## src/rtl/hpf_pkg.sv

```systemverilog
package hpf_pkg;
  localparam int CODE_W     = 8;
  localparam int CNT_W      = 9;
  localparam int WIDTH_BASE = 2;
  localparam int DEAD_BASE  = 19;

  typedef logic [CNT_W-1:0]  cyc_t;
  typedef logic [CODE_W-1:0] code_t;

  // steep at the top: linear term plus power-of-two term on the top 3 bits
  function automatic cyc_t width_cycles(input code_t code);
    cyc_t lin;
    cyc_t expo;
    lin  = cyc_t'(code[CODE_W-1:CODE_W-4]);
    expo = cyc_t'(1) << code[CODE_W-1:CODE_W-3];
    return cyc_t'(WIDTH_BASE) + lin + expo - cyc_t'(1);
  endfunction

  function automatic cyc_t dead_cycles(input code_t code);
    return cyc_t'(DEAD_BASE) + cyc_t'(code);
  endfunction
endpackage

```

## src/rtl/code_to_cycles.sv

```systemverilog
module code_to_cycles
  import hpf_pkg::*;
(
  input  code_t width_code_i,
  input  code_t dead_code_i,
  output cyc_t  width_cyc_o,
  output cyc_t  hold_cyc_o
);
  cyc_t w_cyc;
  cyc_t d_cyc;

  always_comb begin
    w_cyc       = width_cycles(width_code_i);
    d_cyc       = dead_cycles(dead_code_i);
    width_cyc_o = w_cyc;
    hold_cyc_o  = (w_cyc > d_cyc) ? w_cyc : d_cyc;
  end
endmodule

```

## src/rtl/channel_timer.sv

```systemverilog
module channel_timer
  import hpf_pkg::*;
(
  input  logic clk,
  input  logic rst_n,
  input  logic hit_i,
  input  logic enable_i,
  input  logic veto_i,
  input  logic test_i,
  input  cyc_t width_cyc_i,
  input  cyc_t hold_cyc_i,
  output logic pulse_o
);
  logic hit_q, hit_d;
  cyc_t wcnt_q, wcnt_d;
  cyc_t hcnt_q, hcnt_d;
  logic ready, start;

  always_comb begin
    ready  = (hcnt_q == '0);
    start  = ready && enable_i && !veto_i && ((hit_i && !hit_q) || test_i);
    hit_d  = hit_i;
    if (start) begin
      wcnt_d = width_cyc_i;
      hcnt_d = hold_cyc_i - cyc_t'(1);
    end else begin
      wcnt_d = (wcnt_q != '0) ? wcnt_q - cyc_t'(1) : '0;
      hcnt_d = (hcnt_q != '0) ? hcnt_q - cyc_t'(1) : '0;
    end
  end

  always_ff @(posedge clk or negedge rst_n) begin
    if (!rst_n) begin
      hit_q  <= 1'b0;
      wcnt_q <= '0;
      hcnt_q <= '0;
    end else begin
      hit_q  <= hit_d;
      wcnt_q <= wcnt_d;
      hcnt_q <= hcnt_d;
    end
  end

  assign pulse_o = (wcnt_q != '0);
endmodule

```

## src/rtl/or_stretch.sv

```systemverilog
module or_stretch #(
  parameter int HOLD = 16
) (
  input  logic clk,
  input  logic rst_n,
  input  logic or_i,
  output logic led_o
);
  localparam int CW = $clog2(HOLD + 1);
  logic [CW-1:0] cnt_q, cnt_d;

  always_comb begin
    if (or_i)               cnt_d = CW'(HOLD);
    else if (cnt_q != '0)   cnt_d = cnt_q - CW'(1);
    else                    cnt_d = cnt_q;
  end

  always_ff @(posedge clk or negedge rst_n) begin
    if (!rst_n) cnt_q <= '0;
    else        cnt_q <= cnt_d;
  end

  assign led_o = or_i || (cnt_q != '0);
endmodule

```

## src/rtl/hit_pulse_former.sv

```systemverilog
module hit_pulse_former
  import hpf_pkg::*;
#(
  parameter int NUM_CH  = 16,
  parameter int OR_HOLD = 16
) (
  input  logic              clk,
  input  logic              rst_n,
  input  logic [NUM_CH-1:0] hit_i,
  input  logic [NUM_CH-1:0] enable_mask_i,
  input  logic              veto_i,
  input  logic              test_ext_i,
  input  logic              test_strobe_i,
  input  logic [CODE_W-1:0] width_code_lo_i,
  input  logic [CODE_W-1:0] width_code_hi_i,
  input  logic [CODE_W-1:0] dead_code_lo_i,
  input  logic [CODE_W-1:0] dead_code_hi_i,
  output logic [NUM_CH-1:0] pulse_o,
  output logic              or_o,
  output logic              or_led_o
);
  localparam int NUM_GRP    = 2;
  localparam int GROUP_SIZE = NUM_CH / NUM_GRP;

  // reset: asserted asynchronously, released on the clock
  logic [1:0] rst_sync_q;
  logic       rst_int_n;
  always_ff @(posedge clk or negedge rst_n) begin
    if (!rst_n) rst_sync_q <= 2'b00;
    else        rst_sync_q <= {rst_sync_q[0], 1'b1};
  end
  assign rst_int_n = rst_sync_q[1];

  code_t wcode [NUM_GRP];
  code_t dcode [NUM_GRP];
  cyc_t  wcyc  [NUM_GRP];
  cyc_t  hcyc  [NUM_GRP];

  assign wcode[0] = width_code_lo_i;
  assign wcode[1] = width_code_hi_i;
  assign dcode[0] = dead_code_lo_i;
  assign dcode[1] = dead_code_hi_i;

  genvar g, c;
  generate
    for (g = 0; g < NUM_GRP; g++) begin : g_grp
      code_to_cycles u_cc (
        .width_code_i (wcode[g]),
        .dead_code_i  (dcode[g]),
        .width_cyc_o  (wcyc[g]),
        .hold_cyc_o   (hcyc[g])
      );
    end
  endgenerate

  // test trigger: strobe or rising edge of the external input
  logic test_ext_q, test_ext_d, test_fire;
  always_comb begin
    test_ext_d = test_ext_i;
    test_fire  = test_strobe_i || (test_ext_i && !test_ext_q);
  end
  always_ff @(posedge clk or negedge rst_int_n) begin
    if (!rst_int_n) test_ext_q <= 1'b0;
    else            test_ext_q <= test_ext_d;
  end

  generate
    for (c = 0; c < NUM_CH; c++) begin : g_ch
      localparam int GRP = c / GROUP_SIZE;
      channel_timer u_tmr (
        .clk         (clk),
        .rst_n       (rst_int_n),
        .hit_i       (hit_i[c]),
        .enable_i    (enable_mask_i[c]),
        .veto_i      (veto_i),
        .test_i      (test_fire),
        .width_cyc_i (wcyc[GRP]),
        .hold_cyc_i  (hcyc[GRP]),
        .pulse_o     (pulse_o[c])
      );
    end
  endgenerate

  assign or_o = |pulse_o;

  or_stretch #(.HOLD(OR_HOLD)) u_led (
    .clk   (clk),
    .rst_n (rst_int_n),
    .or_i  (or_o),
    .led_o (or_led_o)
  );
endmodule

```

## config.mk

```make
export PLATFORM = sky130hd
export DESIGN_NAME = hit_pulse_former
export DESIGN_NICKNAME = d
export VERILOG_FILES = /design/src/rtl/hpf_pkg.sv /design/src/rtl/code_to_cycles.sv /design/src/rtl/channel_timer.sv /design/src/rtl/or_stretch.sv /design/src/rtl/hit_pulse_former.sv
export SDC_FILE = /design/constraint.sdc
export NUM_CORES = 1
export LEC_CHECK = 0
export BUFFER_PORTS_ARGS = -buffer_cell sky130_fd_sc_hd__buf_4
export CORE_UTILIZATION = 51
export DETAILED_ROUTE_END_ITERATION = 7
export PLACE_DENSITY = 0.8
export SYNTH_ARGS = -nofsm -noshare
export SYNTH_HDL_FRONTEND = slang
export SYNTH_SLANG_ARGS = --single-unit
```

## constraint.sdc

```tcl
create_clock -name clk -period 11.2 [get_ports clk]
set_input_delay 1.12 -clock clk [delete_from_list [all_inputs] [get_ports clk]]
set_output_delay 1.12 -clock clk [all_outputs]
set_load 0.05 [all_outputs]
```

Word-level counts from Yosys, hierarchy flattened
Cells that the tools add are included.
{ "word_totals": {"regBits": 312, "inputBits": 69, "output_inout_bits": 18, "wordCells": 318} }
{ "classes": {"add_sub_neg": 43, "order_cmp": 2, "shifts": 2, "n_mux": 68, "n_reduce_logical": 152} }
{ "ops": {"columns": ["operator", "n"], "rows": [
  ["$mux W9", 66],
  ["$sub A9 B1 Y9 const B", 36],
  ["$reduce_bool A9 Y1", 32],
  ["$logic_not A9 Y1", 16],
  ["$logic_and A1 B1 Y1", 65],
  ["$add A5 B8 Y9 const A", 2],
  ["$add A9 B9 Y9", 2],
  ["$gt A9 B9 Y1", 2],
  ["$logic_not A1 Y1", 18],
  ["$logic_or A1 B1 Y1", 18],
  ["$shl A1 B3 Y9 const A", 2],
  ["$reduce_or A16 Y1", 1],
  ["$add A2 B4 Y5 const A", 2],
  ["$mux W5", 2],
  ["$reduce_bool A5 Y1", 1],
  ["$sub A5 B1 Y5 const B", 1],
  ["$reduce_bool A2 Y1", 1]
]} }

Logic depth before layout (Yosys ltp)
Gate-level depths: netlist of run 1.
{ "logic_depth": {"depth_word": 7, "depth_mapped": 27, "depth_no_buf": 26} }

By module
Synthesis of run 1 repeated with hierarchy kept, for this count alone.
{ "unflattened": {"hier_cells": 1963, "area_unflattened_um2": 19622.6} }
{ "modules_own_cells": {"columns": ["module", "n_inst", "cells_each", "area_each_um2", "seq_area_each_um2"], "rows": [
  ["channel_timer at g_ch[0].u_tmr ...", 15, 109, 1119.8, 475.5],
  ["code_to_cycles", 2, 86, 663.1, 0.0],
  ["channel_timer at g_ch[14].u_tmr", 1, 119, 1119.8, 475.5],
  ["or_stretch", 1, 26, 257.7, 125.1],
  ["hit_pulse_former", 1, 11, 121.4, 75.1]
]} }

Worst setup path after synthesis of run 1
Ideal clock, no wire load.
{ "synth_path": {"kind": "input to register", "startpoint": "input port width_code_hi_i[6]", "endpoint": "register g_ch[8].u_tmr.hcnt_q[8]", "setup_time_ps": 85, "t_arrival_ps": 6203, "required_time_ps": 11115, "setup_slack_ps": 4912, "stages": 27, "n_path_buf": 1, "cell_sequence": "inv_1 ha_1 nand2_1 ha_1 inv_1 ha_1 a31oi_1 o21ai_1 a21o_1 a21oi_1 xnor2_2 inv_1 ha_1 and4_1 nand2_1 o22ai_1 o21ai_2 clkbuf_1 mux2i_1 inv_1 ha_1 or3b_2 nor4_2 nand3_1 xnor2_1 o22a_2 o21ai_0"} }
{ "synth_via": {"elab_chain_len": 7, "word_cells_on_any_way": 8, "cone_classes": "add/sub: 4; order compare: 1; shift: 1; mux: 2"} }
{ "synth_rtl": {"columns": ["item", "line", "text"], "rows": [
  ["start: declaration", "hit_pulse_former.sv:15", "input logic [CODE_W-1:0] width_code_hi_i,"],
  ["$add A2 B4 Y5 / $shl A1 B3 Y9 (equally long branches)", "hpf_pkg.sv:16, hpf_pkg.sv:15", null],
  ["$add A9 B9 Y9 *", "hpf_pkg.sv:16", "return cyc_t'(WIDTH_BASE) + lin + expo - cyc_t'(1);"],
  ["$sub A9 B1 Y9 *", "hpf_pkg.sv:16", null],
  ["$gt A9 B9 Y1", "code_to_cycles.sv:16", "hold_cyc_o = (w_cyc > d_cyc) ? w_cyc : d_cyc;"],
  ["$mux W9 *", "code_to_cycles.sv:16", null],
  ["$sub A9 B1 Y9 *", "channel_timer.sv:25", "hcnt_d = hold_cyc_i - cyc_t'(1);"],
  ["$mux W9 *", "channel_timer.sv:23", "if (start) begin"],
  ["via g_ch[8].u_tmr.hcnt_d[8]", "channel_timer.sv:16", "cyc_t hcnt_q, hcnt_d;"],
  ["end signal: assignment", "channel_timer.sv:40", "hcnt_q <= hcnt_d;"],
  ["end: declaration", "channel_timer.sv:16", null]
]} }
The timed path passes the listed nets; every way through them passes the cells marked *.
A chain may end at the register's enable or synchronous reset.

Worst setup path in the final report of run 1
{ "layout_path": {"startpoint": "input port width_code_hi_i[6]", "endpoint": "register g_ch[10].u_tmr.hcnt_q[4]"} }
{ "layout_via": {"elab_chain_len": 7, "word_cells_on_any_way": 8, "cone_classes": "add/sub: 4; order compare: 1; shift: 1; mux: 2"} }
{ "layout_rtl": {"columns": ["item", "line"], "rows": [
  ["$add A2 B4 Y5 / $shl A1 B3 Y9 (equally long branches)", "hpf_pkg.sv:16, hpf_pkg.sv:15"],
  ["$add A9 B9 Y9 *", "hpf_pkg.sv:16"],
  ["$sub A9 B1 Y9 *", "hpf_pkg.sv:16"],
  ["$gt A9 B9 Y1", "code_to_cycles.sv:16"],
  ["$mux W9 *", "code_to_cycles.sv:16"],
  ["$sub A9 B1 Y9 *", "channel_timer.sv:25"],
  ["$mux W9 *", "channel_timer.sv:23"],
  ["via g_ch[10].u_tmr.hcnt_d[4]", "channel_timer.sv:16"],
  ["end signal: assignment", "channel_timer.sv:40"],
  ["end: declaration", "channel_timer.sv:16"]
]} }
Marked as above.

==> run_results.csv, run 1 <==
group,metric,value,unit
run_status,status,"completed",
detailed_routing,drt_wl_total,43430,um
cts,cts_root_buf,"sky130_fd_sc_hd__clkbuf_16",
worst_setup_path,crit_type,"primary input to flip-flop",
worst_setup_path,rr_startpoint,"g_ch[3].u_tmr.hcnt_q[0]",
finish,final.fill_count,2717,
detailed_routing,dr_total_vias,14110,
worst_setup_path,rr_endpoint,"g_ch[3].u_tmr.wcnt_q[0]",
grt,grt_first_pass_wirelength,71740,um
timing,finalSetupTns,0,ns
grt,number_of_global_route_vias_before_repair,13990,
cts,cts_hold_repair.buffers,0,
grt,globalRouteOverflowTotal,0,
detailed_routing,drc_violations_left,0,
detailed_routing,drtPass1Iterations,7,
cts,insertion_delay,0.52,ns
synth,mean_instance_size_in_the_synthesized_netlist,9.537,sq um
die,floorplan.initialDensity,0.5217,
cts,htreeDepth,2,
die,die_width,187.9,um
cts,cts_tree,"done",
cts,postCtsSetupBuffers,0,
synth,synthCells,1848,
worst_setup_path,cp_capture_type,"flip-flop",
grt,grt_max_degree,170,
cts,cts_inserted_buffers,35,
timing,min_period,7.414,ns
cts,cts_resized,0,
detailed_routing,detail_route_met2_wl,20700,um
die,die_h,187.9,um
hold_path,worstHoldStart,"rst_sync_q[0]",
die,io_pins,87,
cts,cts_buffer_depth,3,
worst_setup_path,crit_path_max_fanout,16,
finish,antenna-diode-count,0,
synth,mappedNetlistNets,2007,
synth,post_synthesis_instance_area,17620,sq um
placed_design,post-dp-hpwl,28370,um
synth,yosysUniqueCellTypes,72,
detailed_routing,met3RoutedLength,2732,um
worst_setup_path,cp-start-kind,"primary input",
synth,synthFlopType,"sky130_fd_sc_hd__dfrtp_1",
worst_setup_path,worst_r2r_path_depth,9,
synth,ys.warnings.count,0,
placed_design,place_congestion,0.8419,
timing,clock-skew-final,0.02069,ns
timing,final_min_period_over_clock_period,0.6619,
timing,maxSlewHeadroom,0.09677,
run,cap_viol_max_count,0,
hold_path,hold_end,"rst_sync_q[1]",
grt,grtUsageTotal,0.2508,
detailed_routing,detail-route-antenna-nets,0,
timing,clock.fmax,0.1349,GHz
synth,ys_seq_elements,312,
pwr,ir_drop,0.00008720,V
die,floorplan_row_count,67,
detailed_routing,dr.max_layer_used,"met4",
finish,drive_gt1_frac,0.1041,
worst_setup_path,r2r_slack,7.73,ns
finish,design.final.nets,2058,
synth,synthTopCellsByArea,"sky130_fd_sc_hd__dfrtp_1, sky130_fd_sc_hd__xnor2_1, sky130_fd_sc_hd__ha_1, sky130_fd_sc_hd__o22ai_1, sky130_fd_sc_hd__xor2_1",
die,floorplan.die_area,35300,sq um
synth,commonest_cells_in_the_synthesized_netlist,"sky130_fd_sc_hd__dfrtp_1, sky130_fd_sc_hd__nand2_1, sky130_fd_sc_hd__inv_1, sky130_fd_sc_hd__xnor2_1, sky130_fd_sc_hd__o22ai_1",
finish,area_delta_synth_final,12.26,%
detailed_routing,via_per_inst,5.955,
detailed_routing,wl_per_cell,18.33,um
hold_path,hp-class,"flip-flop to flip-flop",
timing,worst_hold_slack,0.3487,ns
grt,antenna_found_initial,0,
synth,synth_async_sr_flop_share,1.000,
detailed_routing,wl_met1,18740,um
pwr,power.static_leakage,8.718,nW
timing,report.final.hold_viol_count,0,
synth,synth_top_area_share,0.4430,
timing,report.final.setup_viol,0,
synth,sequential_fraction_of_the_synthesis_area,0.4430,
worst_setup_path,critical_path_arrival,7.75,ns
pwr,cellPowerDensity,145.2,nW/um^2
die,core-area,33780,sq um
timing,tightest_slew,1.317,ns
cts,clkSlewWorstSetupHoldPaths,0.05,ns
detailed_routing,1st_iter_drt_viols,1014,
synth,synth_enable_flop_cells,0,
timing,slew_violations,0,
hold_path,hold-path-cell-count,0,
worst_setup_path,worstPathRequired,11.54,ns
placed_design,placement.io_buffers,78,
cts,clock_sink_count,312,
synth,post-synth-top-count-cell,"sky130_fd_sc_hd__dfrtp_1",
timing,grt_setup_unrepaired,"false",
synth,yosysTopAreaCell,"sky130_fd_sc_hd__dfrtp_1",
pwr,totalPowerFinal,2.872,mW
## cell type report
class / count / area [sq um] / share of cell area
Sequential cell: 312 / 7811 / 0.3948
Tap cell: 448 / 560.5 / 0.02833
Clock buffer: 47 / 1032 / 0.05217
Inverter: 150 / 563.0 / 0.02846
Clock inverter: 13 / 214.0 / 0.01081
Timing Repair Buffer: 92 / 703.2 / 0.03554
Multi-Input combinational cell: 1308 / 8901 / 0.4499
## through the flow
stage / cell area, sq um / util / setup slack, ns / instances
CTS: 19790 / 0.5856 / 3.947 / 2370
finish: 19790 / 0.5856 / 3.786 / 2370
detailed placement: 18540 / 0.5488 / 3.415 / 2310
global placement: 18540 / 0.5488 / 3.544 / 2310
global route: 19790 / 0.5856 / 3.531 / 2370
floorplan: 17620 / - / 1.861 / 1848
## critical path, stage by stage
cell and delay, ns:
sky130_fd_sc_hd__buf_4 0.13, sky130_fd_sc_hd__inv_1 0.09, sky130_fd_sc_hd__ha_1 0.17, sky130_fd_sc_hd__nand2_1 0.06, sky130_fd_sc_hd__ha_1 0.27, sky130_fd_sc_hd__inv_1 0.04
sky130_fd_sc_hd__ha_1 0.37, sky130_fd_sc_hd__a31oi_1 0.19, sky130_fd_sc_hd__o21ai_1 0.12, sky130_fd_sc_hd__xnor2_1 0.89, sky130_fd_sc_hd__inv_1 0.32, sky130_fd_sc_hd__ha_1 0.42
sky130_fd_sc_hd__and4_1 0.23, sky130_fd_sc_hd__nand2_1 0.07, sky130_fd_sc_hd__o22ai_1 0.07, sky130_fd_sc_hd__o21ai_2 0.65, sky130_fd_sc_hd__mux2i_1 0.16, sky130_fd_sc_hd__buf_4 0.23
sky130_fd_sc_hd__inv_1 0.08, sky130_fd_sc_hd__ha_1 0.22, sky130_fd_sc_hd__or3b_2 0.50, sky130_fd_sc_hd__xor2_1 0.15, sky130_fd_sc_hd__nor2_1 0.06, sky130_fd_sc_hd__a21oi_1 0.92
sky130_fd_sc_hd__o22ai_1 0.22
## worst max path at each step
stage	start	slack (ns)	to	cells past startpoint
3_5_place_dp	width_code_hi_i[6]	3.42	g_ch[15].u_tmr.hcnt_q[4]	25
3_3_place_gp	width_code_hi_i[6]	3.54	g_ch[10].u_tmr.hcnt_q[4]	25
6_report	width_code_hi_i[6]	3.79	g_ch[10].u_tmr.hcnt_q[4]	25
5_1_grt	width_code_hi_i[5]	3.53	g_ch[12].u_tmr.hcnt_q[4]	25
4_1_cts	width_code_hi_i[6]	3.95	g_ch[10].u_tmr.hcnt_q[4]	25
2_1_floorplan	rst_sync_q[1]	1.86	g_ch[0].u_tmr.hcnt_q[0]	0
## flip-flops by register name, summed over array words and instances (netlist names)
register,count
g_ch.u_tmr.hcnt_q,144
g_ch.u_tmr.hit_q,16
u_led.cnt_q,5
rst_sync_q,2
test_ext_q,1
g_ch.u_tmr.wcnt_q,144
## cells by family (layout without fill, tap and decap cells)
kind of cell | after synthesis | in the layout | share of synthesized area
simple gates | 585 | 585 | 0.1750
compound gates | 378 | 378 | 0.1327
other cells | 1 | 1 | 0.0002128
mux | 16 | 16 | 0.01242
fa+ha+maj | 90 | 90 | 0.06389
flops | 312 | 312 | 0.4430
xor+xnor | 238 | 238 | 0.1206
buf+inv | 228 | 302 | 0.05218
## metal layers
metal | up-vias | track usage
met5 | - | 0
met1 | 6977 | 0.3394
met3 | 96 | 0.03388
li1 | 6574 | -
met2 | 466 | 0.4158
met4 | 0 | 0.08318
## cells in the final DEF (no fill, tap or decap), types with 60 or more instances in the layout
| cell type | instances |
|---|---|
| sky130_fd_sc_hd__dfrtp_1 | 311 |
| sky130_fd_sc_hd__nand2_1 | 166 |
| sky130_fd_sc_hd__inv_1 | 148 |
| sky130_fd_sc_hd__xnor2_1 | 147 |
| sky130_fd_sc_hd__o22ai_1 | 144 |
| sky130_fd_sc_hd__o21ai_0 | 109 |
| sky130_fd_sc_hd__nor2_1 | 96 |
| sky130_fd_sc_hd__buf_4 | 91 |
| sky130_fd_sc_hd__ha_1 | 90 |
| sky130_fd_sc_hd__xor2_1 | 87 |
| sky130_fd_sc_hd__nand3_1 | 86 |
| sky130_fd_sc_hd__nor3_1 | 64 |
| sky130_fd_sc_hd__o31ai_1 | 60 |
## where the power goes
group	internal (mW)	switching [mW]	leakage, nW
Sequential	1.13	0.00566	3.79
Clock	0.764	0.462	0.609
Combinational	0.136	0.374	4.32
Total	2.03	0.842	8.72
No activity file was read; power rests on OpenSTA's default activity.
==> inputs of run 2 (changes only) <==
- PLACE_DENSITY: 0.8 -> 0.83
- clock period: 11.2 -> 6.4 ns (I/O delays scaled with it)
==> run_results.csv, run 2 (synthesized netlist as in run 1, its figures left out) <==
group,metric,value,unit
pwr,totalPowerFinal,4.840,mW
grt,grtUsageTotal,0.2495,
pwr,power.static_leakage,8.734,nW
cts,cts_hold_repair.buffers,1,
detailed_routing,met3RoutedLength,2456,um
timing,clock-skew-final,0.03287,ns
run,cap_viol_max_count,0,
detailed_routing,drt_wl_total,43260,um
timing,clock.fmax,0.1801,GHz
die,floorplan.die_area,35300,sq um
pwr,ir_drop,0.0001731,V
finish,antenna-diode-count,0,
cts,clock_sink_count,312,
cts,postCtsSetupBuffers,0,
die,io_pins,87,
placed_design,placement.io_buffers,78,
worst_setup_path,cp_capture_type,"flip-flop",
detailed_routing,via_per_inst,5.933,
finish,most_common_library_cell_in_the_layout_ignoring_fill_and_taps,"sky130_fd_sc_hd__dfrtp_1",
cts,insertion_delay,0.54,ns
worst_setup_path,worstPathRequired,6.74,ns
cts,cts_buffer_depth,3,
detailed_routing,drtPass1Iterations,7,
die,floorplan.initialDensity,0.5217,
finish,area_delta_synth_final,12.08,%
detailed_routing,detail-route-antenna-nets,0,
die,die_h,187.9,um
placed_design,placed_cells_incl_taps,2328,
cts,cts_inserted_buffers,34,
cts,cts_resized,0,
placed_design,dp_worst_setup_slack,0.3592,ns
timing,setup_slack,0.8464,ns
grt,antenna_found_initial,0,
detailed_routing,1st_iter_drt_viols,985,
run_status,status,"completed",
cts,clkSlewWorstSetupHoldPaths,0.06,ns
finish,finalNonFillerCells,2388,
timing,min_period,5.554,ns
detailed_routing,drc_violations_left,0,
timing,tightest_slew,1.220,ns
detailed_routing,wl_met1,18120,um
cts,cts_root_buf,"sky130_fd_sc_hd__clkbuf_16",
detailed_routing,wl_per_cell,18.12,um
worst_setup_path,crit_path_max_fanout,8,
die,die_width,187.9,um
hold_path,hp-class,"flip-flop to asynchronous set/reset pin",
grt,globalRouteOverflowTotal,0,
detailed_routing,detail_route_met2_wl,20860,um
detailed_routing,dr.max_layer_used,"met4",
timing,maxSlewHeadroom,0.1802,
worst_setup_path,cp-start-kind,"primary input",
finish,final_cell_mix,"sky130_fd_sc_hd__dfrtp_1, sky130_fd_sc_hd__nand2_1, sky130_fd_sc_hd__inv_1",
timing,finalSetupTns,0,ns
cts,cts_tree,"done",
die,floorplan_row_count,67,
timing,grt_setup_unrepaired,"false",
detailed_routing,dr_total_vias,14170,
timing,final_min_period_over_clock_period,0.8677,
timing,report.final.setup_viol,0,
pwr,cellPowerDensity,245.0,nW/um^2
grt,grt_first_pass_wirelength,71640,um
finish,drive_gt1_frac,0.1098,
worst_setup_path,crit_type,"primary input to flip-flop",
timing,report.final.hold_viol_count,0,
grt,number_of_global_route_vias_before_repair,14420,
die,core-area,33780,sq um
placed_design,post-dp-hpwl,28740,um
grt,grt_max_degree,144,
worst_setup_path,critical_path_arrival,5.90,ns
timing,slew_violations,0,
cts,htreeDepth,2,
finish,largest_registers,"g_ch.u_tmr.hcnt_q (144), g_ch.u_tmr.wcnt_q (144), g_ch.u_tmr.hit_q (16)",
placed_design,place_congestion,0.8839,
finish,design.final.nets,2076,
-- run 2: changes by cell type in the layout (fill, tap and decap cells not counted) --
cell	delta
sky130_fd_sc_hd__clkinvlp_4	-2
sky130_fd_sc_hd__buf_4	+18
sky130_fd_sc_hd__clkbuf_1	+4
sky130_fd_sc_hd__clkbuf_8	-3
sky130_fd_sc_hd__clkinv_2	+5
sky130_fd_sc_hd__bufinv_16	-4
sky130_fd_sc_hd__clkbuf_16	-2
sky130_fd_sc_hd__dlygate4sd3_1	+1
sky130_fd_sc_hd__clkinv_4	+1
-- run 2: power breakdown --
group	leakage [nW]	switching (mW)	total (mW)	internal [mW]
clock network	0.535	0.811	1.90	1.09
logic	4.41	0.652	0.952	0.300
registers	3.79	0.00412	1.98	1.98
-- run 2: through the flow --
stage	area (sq um)	util	hold slack [ns]
2_1_floorplan	17630	-	0.3311
3_3_place_gp	18670	0.5528	0.2305
3_5_place_dp	18670	0.5528	0.2294
4_1_cts	19750	0.5847	0.2138
5_1_grt	19750	0.5847	0.2146
6_report	19750	0.5847	0.2153
-- run 2: routing by layer --
layer / vias to the layer above / global-route usage
met5: - / 0
met3: 139 / 0.03818
met2: 412 / 0.4147
met1: 7020 / 0.3220
li1: 6597 / -
met4: 0 / 0.1123
-- run 2: final timing paths --
path	from	end	slack, ns	depth (start not counted)
max	width_code_hi_i[6]	g_ch[8].u_tmr.hcnt_q[6]	0.85	26
min	rst_sync_q[1]	g_ch[10].u_tmr.wcnt_q[2]	0.22	0
max reg2reg	g_ch[8].u_tmr.hcnt_q[0]	g_ch[8].u_tmr.wcnt_q[0]	2.79	8
min reg2reg	rst_sync_q[1]	g_ch[10].u_tmr.wcnt_q[2]	0.22	0
max in group asynchronous	rst_sync_q[1]	g_ch[15].u_tmr.wcnt_q[5]	4.84	1
min in group clk	hit_i[3]	g_ch[3].u_tmr.hit_q	0.22	1
-- run 2: worst max-delay path: stages --
cell and delay, ns:
sky130_fd_sc_hd__buf_4 0.13, sky130_fd_sc_hd__inv_1 0.10, sky130_fd_sc_hd__ha_1 0.20, sky130_fd_sc_hd__nand2_1 0.07
sky130_fd_sc_hd__ha_1 0.26, sky130_fd_sc_hd__inv_1 0.04, sky130_fd_sc_hd__ha_1 0.23, sky130_fd_sc_hd__ha_1 0.22
sky130_fd_sc_hd__a21o_1 0.18, sky130_fd_sc_hd__a32o_1 0.21, sky130_fd_sc_hd__o41ai_1 0.37, sky130_fd_sc_hd__xnor2_1 0.25
sky130_fd_sc_hd__ha_1 0.32, sky130_fd_sc_hd__and4_1 0.21, sky130_fd_sc_hd__nand2_1 0.07, sky130_fd_sc_hd__o22ai_1 0.07
sky130_fd_sc_hd__o21ai_2 0.27, sky130_fd_sc_hd__mux2i_1 0.15, sky130_fd_sc_hd__inv_1 0.10, sky130_fd_sc_hd__ha_1 0.19
sky130_fd_sc_hd__or3b_2 0.49, sky130_fd_sc_hd__nor4_2 0.27, sky130_fd_sc_hd__xnor2_1 0.16, sky130_fd_sc_hd__nor2_1 0.07
sky130_fd_sc_hd__a21oi_2 0.45, sky130_fd_sc_hd__o22ai_1 0.18
-- run 2: layout make-up --
type	count	area [sq um]
multi-input combinational	1308	8901
clock inverter	13	112.6
fill	2682	14030
clock buffer	46	955.9
inverter	150	563.0
tap	448	560.5
timing repair buffer	111	848.3
sequential	312	7811
